<file path="config.mk">
export PLATFORM = sky130hd
export DESIGN_NAME = mpu_datapath
export DESIGN_NICKNAME = d
export VERILOG_FILES = /design/src/rtl/mpu_pkg.sv /design/src/rtl/mpu_range_cmp.sv /design/src/rtl/mpu_datapath.sv
export SDC_FILE = /design/constraint.sdc
export NUM_CORES = 1
export LEC_CHECK = 0
export BUFFER_PORTS_ARGS = -buffer_cell sky130_fd_sc_hd__buf_2
export CAP_MARGIN = 20
export CELL_PAD_IN_SITES_DETAIL_PLACEMENT = 0
export CELL_PAD_IN_SITES_GLOBAL_PLACEMENT = 1
export CORE_MARGIN = 2
export CORE_UTILIZATION = 55
export DETAILED_ROUTE_END_ITERATION = 7
export PLACE_DENSITY = 0.93
export SLEW_MARGIN = 20
export SYNTH_ARGS = -nofsm -noshare
export SYNTH_HDL_FRONTEND = slang
export SYNTH_HIERARCHICAL = 1
export SYNTH_SLANG_ARGS = --single-unit
</file>
<file path="constraint.sdc">
create_clock -name clk -period 4.45 [get_ports clk]
set_clock_uncertainty 0.1 [all_clocks]
set_input_delay 0.2225 -clock clk [delete_from_list [all_inputs] [get_ports clk]]
set_output_delay 0.2225 -clock clk [all_outputs]
set_load 0.01 [all_outputs]
</file>
<file path="src/rtl/mpu_pkg.sv">
package mpu_pkg;

  // Strobes from rule control to the datapath
  typedef struct packed {
    logic setFlag;
    logic clrFlag;
    logic capture;
  } mpu_strobe_t;

  localparam int unsigned MASTER_CPU = 0;

endpackage

</file>
<file path="src/rtl/mpu_range_cmp.sv">
module mpu_range_cmp #(
  parameter int unsigned AW = 23,
  parameter int unsigned NM = 3,
  parameter int unsigned MW = 2
) (
  input  logic [AW-1:0] lo,
  input  logic [AW-1:0] hi,
  input  logic [NM-1:0] mask,
  input  logic          wp,
  input  logic          nex,
  input  logic [AW-1:0] addr,
  input  logic [MW-1:0] master,
  output logic          hit,
  output logic          hitWp,
  output logic          hitNex
);

  logic boundsOk;
  logic inRange;
  logic selected;

  assign boundsOk = (lo <= hi);
  assign inRange  = (addr >= lo) && (addr <= hi);

  always_comb begin
    selected = 1'b0;
    for (int m = 0; m < NM; m++) begin
      if (master == MW'(m) && mask[m]) selected = 1'b1;
    end
  end

  assign hit    = boundsOk && inRange && selected;
  assign hitWp  = hit && wp;
  assign hitNex = hit && nex;

endmodule

</file>
<file path="src/rtl/mpu_datapath.sv">
module mpu_datapath
  import mpu_pkg::*;
#(
  parameter int unsigned AW = 23,
  parameter int unsigned NM = 3,
  parameter int unsigned MW = 2,
  parameter int unsigned ND = 8,
  localparam int unsigned IW = (ND > 1) ? $clog2(ND) : 1
) (
  input  logic          clk,
  input  logic          rstN,
  input  logic          cfgWrEn,
  input  logic [IW-1:0] cfgIdx,
  input  logic [AW-1:0] cfgLo,
  input  logic [AW-1:0] cfgHi,
  input  logic [NM-1:0] cfgMask,
  input  logic          cfgWp,
  input  logic          cfgNex,
  input  logic [AW-1:0] accAddr,
  input  logic [MW-1:0] accMaster,
  input  mpu_strobe_t   strobe,
  output logic          anyHit,
  output logic          effWp,
  output logic          effNex,
  output logic          errFlag,
  output logic [MW-1:0] errMaster,
  output logic [AW-1:0] errAddr
);

  logic [ND-1:0] hitVec;
  logic [ND-1:0] wpVec;
  logic [ND-1:0] nexVec;

  for (genvar d = 0; d < ND; d++) begin : g_desc
    logic [AW-1:0] loQ;
    logic [AW-1:0] hiQ;
    logic [NM-1:0] maskQ;
    logic          wpQ;
    logic          nexQ;

    always_ff @(posedge clk or negedge rstN) begin
      if (!rstN) begin
        loQ   <= '1;
        hiQ   <= '0;
        maskQ <= '0;
        wpQ   <= 1'b0;
        nexQ  <= 1'b0;
      end else if (cfgWrEn && cfgIdx == IW'(d)) begin
        loQ   <= cfgLo;
        hiQ   <= cfgHi;
        maskQ <= cfgMask;
        wpQ   <= cfgWp;
        nexQ  <= cfgNex;
      end
    end

    mpu_range_cmp #(
      .AW(AW), .NM(NM), .MW(MW)
    ) i_cmp (
      .lo    (loQ),
      .hi    (hiQ),
      .mask  (maskQ),
      .wp    (wpQ),
      .nex   (nexQ),
      .addr  (accAddr),
      .master(accMaster),
      .hit   (hitVec[d]),
      .hitWp (wpVec[d]),
      .hitNex(nexVec[d])
    );
  end

  assign anyHit = |hitVec;
  assign effWp  = |wpVec;
  assign effNex = |nexVec;

  always_ff @(posedge clk or negedge rstN) begin
    if (!rstN) begin
      errFlag <= 1'b0;
    end else if (strobe.setFlag) begin
      errFlag <= 1'b1;
    end else if (strobe.clrFlag) begin
      errFlag <= 1'b0;
    end
  end

  always_ff @(posedge clk or negedge rstN) begin
    if (!rstN) begin
      errMaster <= '0;
      errAddr   <= '0;
    end else if (strobe.capture) begin
      errMaster <= accMaster;
      errAddr   <= accAddr;
    end
  end

endmodule

</file>
# After elaboration in Yosys (flattened, before gate mapping)
# Cells that the tools add are included.
[word_totals]
register_bits = 434
inputBits = 85
out_inout_bits = 29
[classes]
reduce_logical = 78
n_eq_ne = 9
magnitude_cmp = 24
muxes = 26
[ops]
columns = ["cell", "n"]
rows = [
  ["23-bit less-or-equal comparator", 16],
  ["23-bit greater-or-equal comparator", 8],
  ["1-bit logical AND", 72],
  ["1-bit two-way mux", 26],
  ["8-bit OR reduction", 3],
  ["3-bit == test, second input constant", 4],
  ["3-bit by 2-bit == test with 1-bit output, second input constant", 2],
  ["3-bit by 1-bit == test with 1-bit output, second input constant", 1],
  ["3-bit logical NOT", 1],
  ["2-bit by 1-bit == test with 1-bit output, second input constant", 1],
  ["2-bit == test, second input constant", 1],
  ["2-bit logical NOT", 1],
  ["2-bit nonzero test", 1],
]

# Depth between registers and ports, before layout
# Gate-level depths: netlist of run 1.
[logic_depth]
word_depth = 8
ltp_mapped = 10

# Cells and area by module
# The synthesis of run 1 kept the hierarchy.
[modules_own_cells]
columns = ["module", "instances", "area_per_inst_um2", "cells_each"]
rows = [
  ["mpu_datapath", 1, 16475.8, 936],
  ["mpu_range_cmp", 8, 1699.1, 226],
]

# Least setup slack after synthesis of run 1
# No wires, ideal clock.
[synth_path]
path_kind = "register to output"
startpoint = "register g_desc[1].loQ[22]"
endpoint = "output effNex"
required_ns = 4.128
path_stages_with_launch = 8
path_buffers = 0
slack_ns = 1.790
t_arrival_ns = 2.338
path_cell_list = "dfstp_2 -> ha_1 -> nand4_2 -> or4_4 -> o41ai_1 -> nor4b_1 -> nor4_1 -> nand2_1"
[synth_via]
elab_chain_cells = 6
elab_cells_between_ends = 7
cone_classes = "order compare (2); reduce/logical (5)"
[synth_lines]
columns = ["element", "line_no", "rtl"]
rows = [
  ["start: declaration", "mpu_datapath.sv:35", "logic [AW-1:0] loQ;"],
  ["start signal: assignment", "mpu_datapath.sv:49", "loQ <= cfgLo;"],
  ["23-bit greater-or-equal comparator", "mpu_range_cmp.sv:23", "assign inRange = (addr >= lo) && (addr <= hi);"],
  ["1-bit logical AND", "mpu_range_cmp.sv:23", ""],
  ["1-bit logical AND (*) (2 in a row)", "mpu_range_cmp.sv:32", "assign hit = boundsOk && inRange && selected;"],
  ["1-bit logical AND (*)", "mpu_range_cmp.sv:34", "assign hitNex = hit && nex;"],
  ["via nexVec[1]", "mpu_datapath.sv:32", "logic [ND-1:0] nexVec;"],
  ["8-bit OR reduction (*)", "mpu_datapath.sv:75", "assign effNex = |nexVec;"],
  ["end: declaration", "mpu_datapath.sv:24", "output logic effNex,"],
]
# The timed path passes the listed nets; every way through them passes the cells marked *.

# Final worst setup path of run 1
[layout_path]
startpoint = "register g_desc[2].hiQ[18]"
endpoint = "output effNex"
[layout_via]
elab_chain_cells = 6
elab_cells_between_ends = 7
cone_classes = "order compare (2); reduce/logical (5)"
[layout_lines]
columns = ["element", "line_no", "rtl"]
rows = [
  ["start: declaration", "mpu_datapath.sv:36", "logic [AW-1:0] hiQ;"],
  ["start signal: assignment", "mpu_datapath.sv:50", "hiQ <= cfgHi;"],
  ["23-bit less-or-equal comparator", "mpu_range_cmp.sv:23", ""],
  ["1-bit logical AND", "mpu_range_cmp.sv:23", ""],
  ["1-bit logical AND (*) (2 in a row)", "mpu_range_cmp.sv:32", ""],
  ["1-bit logical AND (*)", "mpu_range_cmp.sv:34", ""],
  ["via nexVec[2]", "mpu_datapath.sv:32", ""],
  ["8-bit OR reduction (*)", "mpu_datapath.sv:75", ""],
]
# Marks and branches as above.

==> summary.md, run 1 <==
| Metric | Value |
|---|---|
| Async SR Flop Fraction | 100% |
| Outcome | finished, final reports clean |
| Area after DPL | 31,400 sq um |
| Clock Path Buffers | 3 |
| Hold Fails Final Rpt | 0 |
| Vias in the first global route | 23,064 |
| YS warnings | 6 |
| Peak supply drop | 0.271 mV |
| Number of synthesized register bits | 434 |
| Switching portion of total power | 35.1% |
| Routed wire length | 81,600 um |
| Net Switching | 5.42 mW |
| CTS root buffer | clkbuf_16 |
| DIE AREA | 56,600 sq um |
| Gate power share | 36.3% |
| Ports | 114 |
| TritonCTS Buffers | 49 |
| Crit path DAT | 3.90 ns |
| Initial core utilization | 55.8% |
| GR Overflow Total | 0 |
| Final Cell Area | 33,500 sq um |
| Sequential power share | 36.7% |
| H-tree levels | 2 |
| Minimum clock period | 4.23 ns |
| Relative slew slack | 40.5% |
| Count of different cell masters after synthesis | 42 |
| WL/cell | 22.3 um |
| N_diodes | 0 |
| Worst-margin pin slew | 0.893 ns |
| Top cell type's share of synthesized area | 23.0% |
| Synthesized area | 30,100 sq um |
| Final ANT Viol Nets | 0 |
| Die Wd | 238 um |
| Most frequent cells in the layout | ha_1, mux2_2, inv_1 |
| Synth area leaders | ha_1, dfrtp_1, dfstp_2 |
| Unrepaired setup endpoints after global routing | no |
| Clock tree from TritonCTS | done |
| Gpl congestion | 0.940 |
| Cell count after synthesis | 2,744 |
| Synth area leader | ha_1 |
| GRT Util Overall | 29.2% |
| CP Launch Type | flip-flop |
| Layout Nets | 3,554 |
| Via count | 22,165 |
| Core area | 53,900 sq um |
| Hpwl dp | 61,900 um |
| Syn_nets | 3,381 |
| Top_reg_cell synth | dfrtp_1 |
| Clock transition at path regs | 0.07 ns |
| Setup TNS | 0 ns |
| Die Y-Extent | 238 um |
| Crit-path max FO | 3 |
| Drt drc | 0 |
| 1st-pass router iterations | 5 |
| Max Cap Viol | 0 |
| Clock Power Share | 27.0% |
| Pins over their slew limit | 0 |
| Layout area overhead | 11.4% |
| Layout cell share with drive strength beyond 1 | 29.5% |
| Pwr Density | 462 nW/um^2 |
| Number of flops mapped to enable cells by yosys | 0 |
| Most common cell after layout, fill and taps aside | ha_1 |
| CP required | 4.13 ns |
| Avg Inst Size Synth | 11.0 sq um |
| Largest net degree at the start of global routing | 131 |
| Final period utilization | 95.0% |
| DRT iter0 DRCs | 1,418 |
| Setup Buffers After CTS | 0 |
| # rows | 85 |
| Seq/Total Area, Yosys | 36.9% |
| Int Pwr | 10.0 mW |
| Worst Setup End Kind | output pin |
| Pleak | 16.4 nW |
| Type of the most critical hold path | input port to flip-flop |
| Vias/cell | 6.07 |
| First-pass GRT wire length | 128,000 um |
| # clock sinks | 434 |
| Crit Path Category | flip-flop to output pin |
| Final Setup Violations | 0 |
| Clk Latency, worst-skew pair | 0.60 ns |
| Fmax | 237 MHz |
| Final core occ | 62.1% |
| Fin Hold WS | 0.0162 ns |
| Initial antenna violation count | 0 |
| Port buffer count | 113 |
-- path summary, 6_finish.rpt --
kind / start / endpoint / slack [ns] / cells after the start
worst min-delay path: cfgHi[21] / g_desc[1].hiQ[21] / 0.02 / 2
min in group asynchronous: rstN / errAddr[5] / 0.19 / 2
max in group asynchronous: rstN / g_desc[1].hiQ[16] / 2.82 / 3
worst max register to register: errFlag / errFlag / 3.13 / 2
worst min register to register: g_desc[6].hiQ[21] / g_desc[6].hiQ[21] / 0.40 / 1
worst max-delay path: g_desc[2].hiQ[18] / effNex / 0.22 / 9
-- kinds of logic (layout without fill, tap and decap cells) --
logic type	Yosys count	count (layout)	share of synthesized area, %
fa+ha+maj	552	552	23.0
compound gates	457	457	9.61
flops	434	434	36.9
buf+inv	443	656	5.99
mux	449	449	16.9
simple gates	409	409	7.67
-- worst max-delay path, stage by stage (launching register included) --
cell     delay, ns
dfrtp_1       0.34
inv_1         0.07
ha_1          0.30
nand4_1       0.23
or4_4         0.66
o41ai_2       0.69
nor4b_1       0.15
nor4_1        0.42
nand2_1       0.25
buf_2         0.20
-- cell usage after synthesis (10+ instances only) --
| cell | number |
|---|---|
| dfstp_2 | 184 |
| buf_2 | 26 |
| inv_1 | 393 |
| nand4_1 | 81 |
| nand2_1 | 115 |
| nor2_1 | 56 |
| buf_4 | 16 |
| dfrtp_1 | 250 |
| nand3_1 | 40 |
| mux2_2 | 423 |
| a21o_1 | 81 |
| mux2i_1 | 16 |
| o21a_1 | 16 |
| mux2_4 | 10 |
| a21oi_1 | 184 |
| a211oi_1 | 32 |
| nor4b_1 | 16 |
| o21ai_0 | 72 |
| ha_1 | 552 |
| nor4_1 | 14 |
| nand3b_1 | 16 |
| nor3_1 | 24 |
-- per-layer routing --
layer / up-vias / global-route usage, % / wire length [um]
met5: - / 0 / 0
met4: 0 / 11.9 / 3440
met3: 204 / 3.63 / 4060
met2: 608 / 50.1 / 39300
met1: 11050 / 37.3 / 34800
li1: 10303 / - / -
-- flip-flops by register name, summed over array words and instances (netlist names) --
register / count
g_desc.hiQ: 184
g_desc.loQ: 184
g_desc.maskQ: 24
errAddr: 23
g_desc.nexQ: 8
g_desc.wpQ: 8
errMaster: 2
errFlag: 1
-- area by class of cell --
| class | count | area [sq um] |
|---|---|---|
| clock buffers | 69 | 1420 |
| clock inverters | 22 | 233 |
| fillers | 4201 | 20400 |
| inverters | 393 | 1480 |
| multi-input cells | 1867 | 17300 |
| flip-flops and latches | 434 | 11100 |
| well taps | 696 | 871 |
| repair buffers | 172 | 1140 |
-- power by group through the flow --
stage	clock network [mW]	logic [mW]	registers [mW]
2_1_floorplan	0	3.86	5.52
3_3_place_gp	0	5.11	5.66
3_5_place_dp	0	5.44	5.72
4_1_cts	4.24	5.54	5.66
5_1_grt	4.39	6.30	5.78
6_report	4.18	5.61	5.67
-- through the flow --
| step | cells | power (mW) | setup WS (ns) |
|---|---|---|---|
| floorplan | 2744 | 9.38 | 1.79 |
| global placement | 3522 | 10.8 | 0.655 |
| detailed placement | 3522 | 11.2 | 0.753 |
| CTS | 3653 | 15.4 | 0.108 |
| global route | 3653 | 16.5 | 0.123 |
| finish | 3653 | 15.5 | 0.224 |
-- what timing repair did --
action                                 in CTS  in global routing
setup endpoints to repair                   0                  3
endpoints found under the hold margin     258                  0
hold buffers                               40                  0
resized for setup                           0                  3
Note: power is estimated with default switching activity, not from simulation.
==> inputs of run 2 (changes only) <==
Settings changed: CELL_PAD_IN_SITES_DETAIL_PLACEMENT 0 to not set, CELL_PAD_IN_SITES_GLOBAL_PLACEMENT 1 to not set, CORE_UTILIZATION 55 to 65, PLACE_DENSITY 0.93 to 0.89.
==> summary.md, run 2 (same netlist as run 1, synthesis figures left out) <==
| Metric | Value |
|---|---|
| Outcome | finished, final reports clean (unchanged) |
| Vias in the first global route | 24,596 (was 23,064) |
| Filler cells | 2,915 (was 4,201) |
| Worst-margin pin slew | 1.00 ns (was 0.893 ns) |
| TritonCTS Buffers | 49 (unchanged) |
| Crit Path Category | flip-flop to output pin (unchanged) |
| Sequential power share | 36.1% (was 36.7%) |
| Leading registers by flop count | g_desc.hiQ: 184 flops, g_desc.loQ: 184 flops, g_desc.maskQ: 24 flops (unchanged) |
| Pleak | 16.4 nW (about the same) |
| # rows | 78 (was 85) |
| Clk Latency, worst-skew pair | 0.60 ns (about the same) |
| Initial core utilization | 66.1% (was 55.8%) |
| Layout Nets | 3,557 (was 3,554) |
| Vias/cell | 6.59 (was 6.07) |
| Final Cell Area | 33,400 sq um (was 33,500 sq um) |
| Hold Fails Final Rpt | 0 (unchanged) |
| Die Y-Extent | 219 um (was 238 um) |
| Fmax | 231 MHz (was 237 MHz) |
| Clock transition at path regs | 0.06 ns (was 0.07 ns) |
| Most common cell after layout, fill and taps aside | ha_1 (unchanged) |
| Relative slew slack | 32.6% (was 40.5%) |
| Area after DPL | 31,300 sq um (was 31,400 sq um) |
| DIE AREA | 48,000 sq um (was 56,600 sq um) |
| GRT Util Overall | 36.5% (was 29.2%) |
| Gate power share | 36.8% (was 36.3%) |
| Minimum clock period | 4.34 ns (was 4.23 ns) |
| Clock Power Share | 27.2% (was 27.0%) |
| Via count | 23,452 (was 22,165) |
| Ports | 114 (unchanged) |
| Drt drc | 0 (unchanged) |
| Worst Setup End Kind | output pin (unchanged) |
| Setup TNS | 0 ns (unchanged) |
| Net Switching | 5.66 mW (was 5.42 mW) |
| Crit path DAT | 4.01 ns (was 3.90 ns) |
| 1st-pass router iterations | 5 (unchanged) |
| WL/cell | 24.3 um (was 22.3 um) |
| First-pass GRT wire length | 135,000 um (was 128,000 um) |
| CP Launch Type | flip-flop (unchanged) |
| Layout area overhead | 11.2% (was 11.4%) |
| Gpl congestion | 1.02 (was 0.940) |
| # resized after CTS | 0 (unchanged) |
| Largest net degree at the start of global routing | 111 (was 131) |
| Final period utilization | 97.4% (was 95.0%) |
| Pins over their slew limit | 0 (unchanged) |
| H-tree levels | 2 (unchanged) |
| Clock Path Buffers | 3 (unchanged) |
| N_diodes | 0 (unchanged) |
| CTS root buffer | clkbuf_16 (unchanged) |
| # clock sinks | 434 (unchanged) |
| Peak supply drop | 0.259 mV (was 0.271 mV) |
| Final ANT Viol Nets | 0 (unchanged) |
| Initial antenna violation count | 1 (was 0) |
| DRT iter0 DRCs | 2,022 (was 1,418) |
| Final Setup Violations | 0 (unchanged) |
| Port buffer count | 113 (unchanged) |
| Int Pwr | 10.2 mW (was 10.0 mW) |
| CP required | 4.13 ns (about the same) |
| Most frequent cells in the layout | ha_1, mux2_2, inv_1 (unchanged) |
| Switching portion of total power | 35.8% (was 35.1%) |
| Crit-path max FO | 3 (unchanged) |
| Max Cap Viol | 0 (unchanged) |
| Layout cell share with drive strength beyond 1 | 29.1% (was 29.5%) |
| Hpwl dp | 62,000 um (was 61,900 um) |
| Pwr Density | 473 nW/um^2 (was 462 nW/um^2) |
| GR Overflow Total | 0 (unchanged) |
| Type of the most critical hold path | input port to flip-flop (unchanged) |
| Unrepaired setup endpoints after global routing | no (unchanged) |
| Routed wire length | 86,400 um (was 81,600 um) |
| Core area | 45,500 sq um (was 53,900 sq um) |
| Die Wd | 219 um (was 238 um) |
| Clock tree from TritonCTS | done (unchanged) |
==> run 2: changes by cell type in the layout (fill, tap and decap cells not counted), sizes merged <==
cell         previous run  this run
bufinv                  4         5
clkinv                 10        11
clkinvlp                6         4
dlygate4sd3            40        47
inv                   395       394
buf                   132       128
clkbuf                 69        71
==> run 2: power by group through the flow <==
| stage | logic [mW] | registers [mW] | clock network [mW] |
|---|---|---|---|
| after floorplan | 3.86 | 5.52 | 0 |
| after detailed placement | 5.51 | 5.73 | 0 |
| after global routing | 6.39 | 5.81 | 4.50 |
| final | 5.82 | 5.71 | 4.30 |
| after CTS | 5.65 | 5.68 | 4.33 |
| after global placement | 5.05 | 5.66 | 0 |
==> run 2: worst paths after layout <==
| path | startpoint | end | slack [ns] | cells after the start |
|---|---|---|---|---|
| max in group asynchronous | rstN | g_desc[2].loQ[13] | 2.89 | 3 |
| setup / recovery | g_desc[7].loQ[10] | anyHit | 0.11 | 11 |
| setup reg to reg | errFlag | errFlag | 3.15 | 2 |
| hold / removal | cfgHi[5] | g_desc[6].hiQ[5] | 0.02 | 2 |
| min in group asynchronous | rstN | g_desc[6].hiQ[0] | 0.17 | 2 |
| hold reg to reg | errAddr[12] | errAddr[12] | 0.40 | 1 |
==> run 2: critical path, cell delays in order, from the launching register on <==
cell and delay (ns):
dfstp_2 0.56, inv_1 0.06, ha_1 0.32, a21oi_1 0.15
o21ai_0 0.13, a2111oi_0 0.56, o31ai_1 0.27, a21oi_1 0.49
nor3_1 0.12, nor4_1 0.36, nand2_1 0.19, buf_2 0.18
==> run 2: metal layers <==
layer	vias to the layer above	share of wire, %	track usage, %
met5	-	0.014	0
met4	2	8.6	27.3
met3	464	8.0	6.26
met2	1212	45	58.3
met1	11463	38	44.3
li1	10311	-	-
==> run 2: repair_timing <==
| item | CTS | global route |
|---|---|---|
| setup buffers | 0 | 0 |
| hold buffers | 47 | 0 |
| endpoints found under the hold margin | 359 | 0 |
==> run 2: cell type report <==
class	count	area [sq um]	area share (%)
Clock inverter	21	251	0.752
Timing Repair Buffer	175	1200	3.58
Sequential cell	434	11100	33.2
Tap cell	600	751	2.25
Clock buffer	71	1440	4.31
Multi-Input combinational cell	1867	17200	51.5
Inverter	393	1480	4.41
==> run 2: metrics by stage <==
step,power (mW),hold WS [ns],setup WS [ns],std cells,utilization (%)
after floorplan,9.38,-0.173,1.79,2744,-
after detailed placement,11.2,0.272,0.947,3422,68.7
final,15.8,0.0193,0.115,3561,73.5
after global routing,16.7,0.00108,0.00778,3561,73.5
after CTS,15.7,0.000658,0.307,3561,73.5
after global placement,10.7,0.256,0.912,3422,68.7
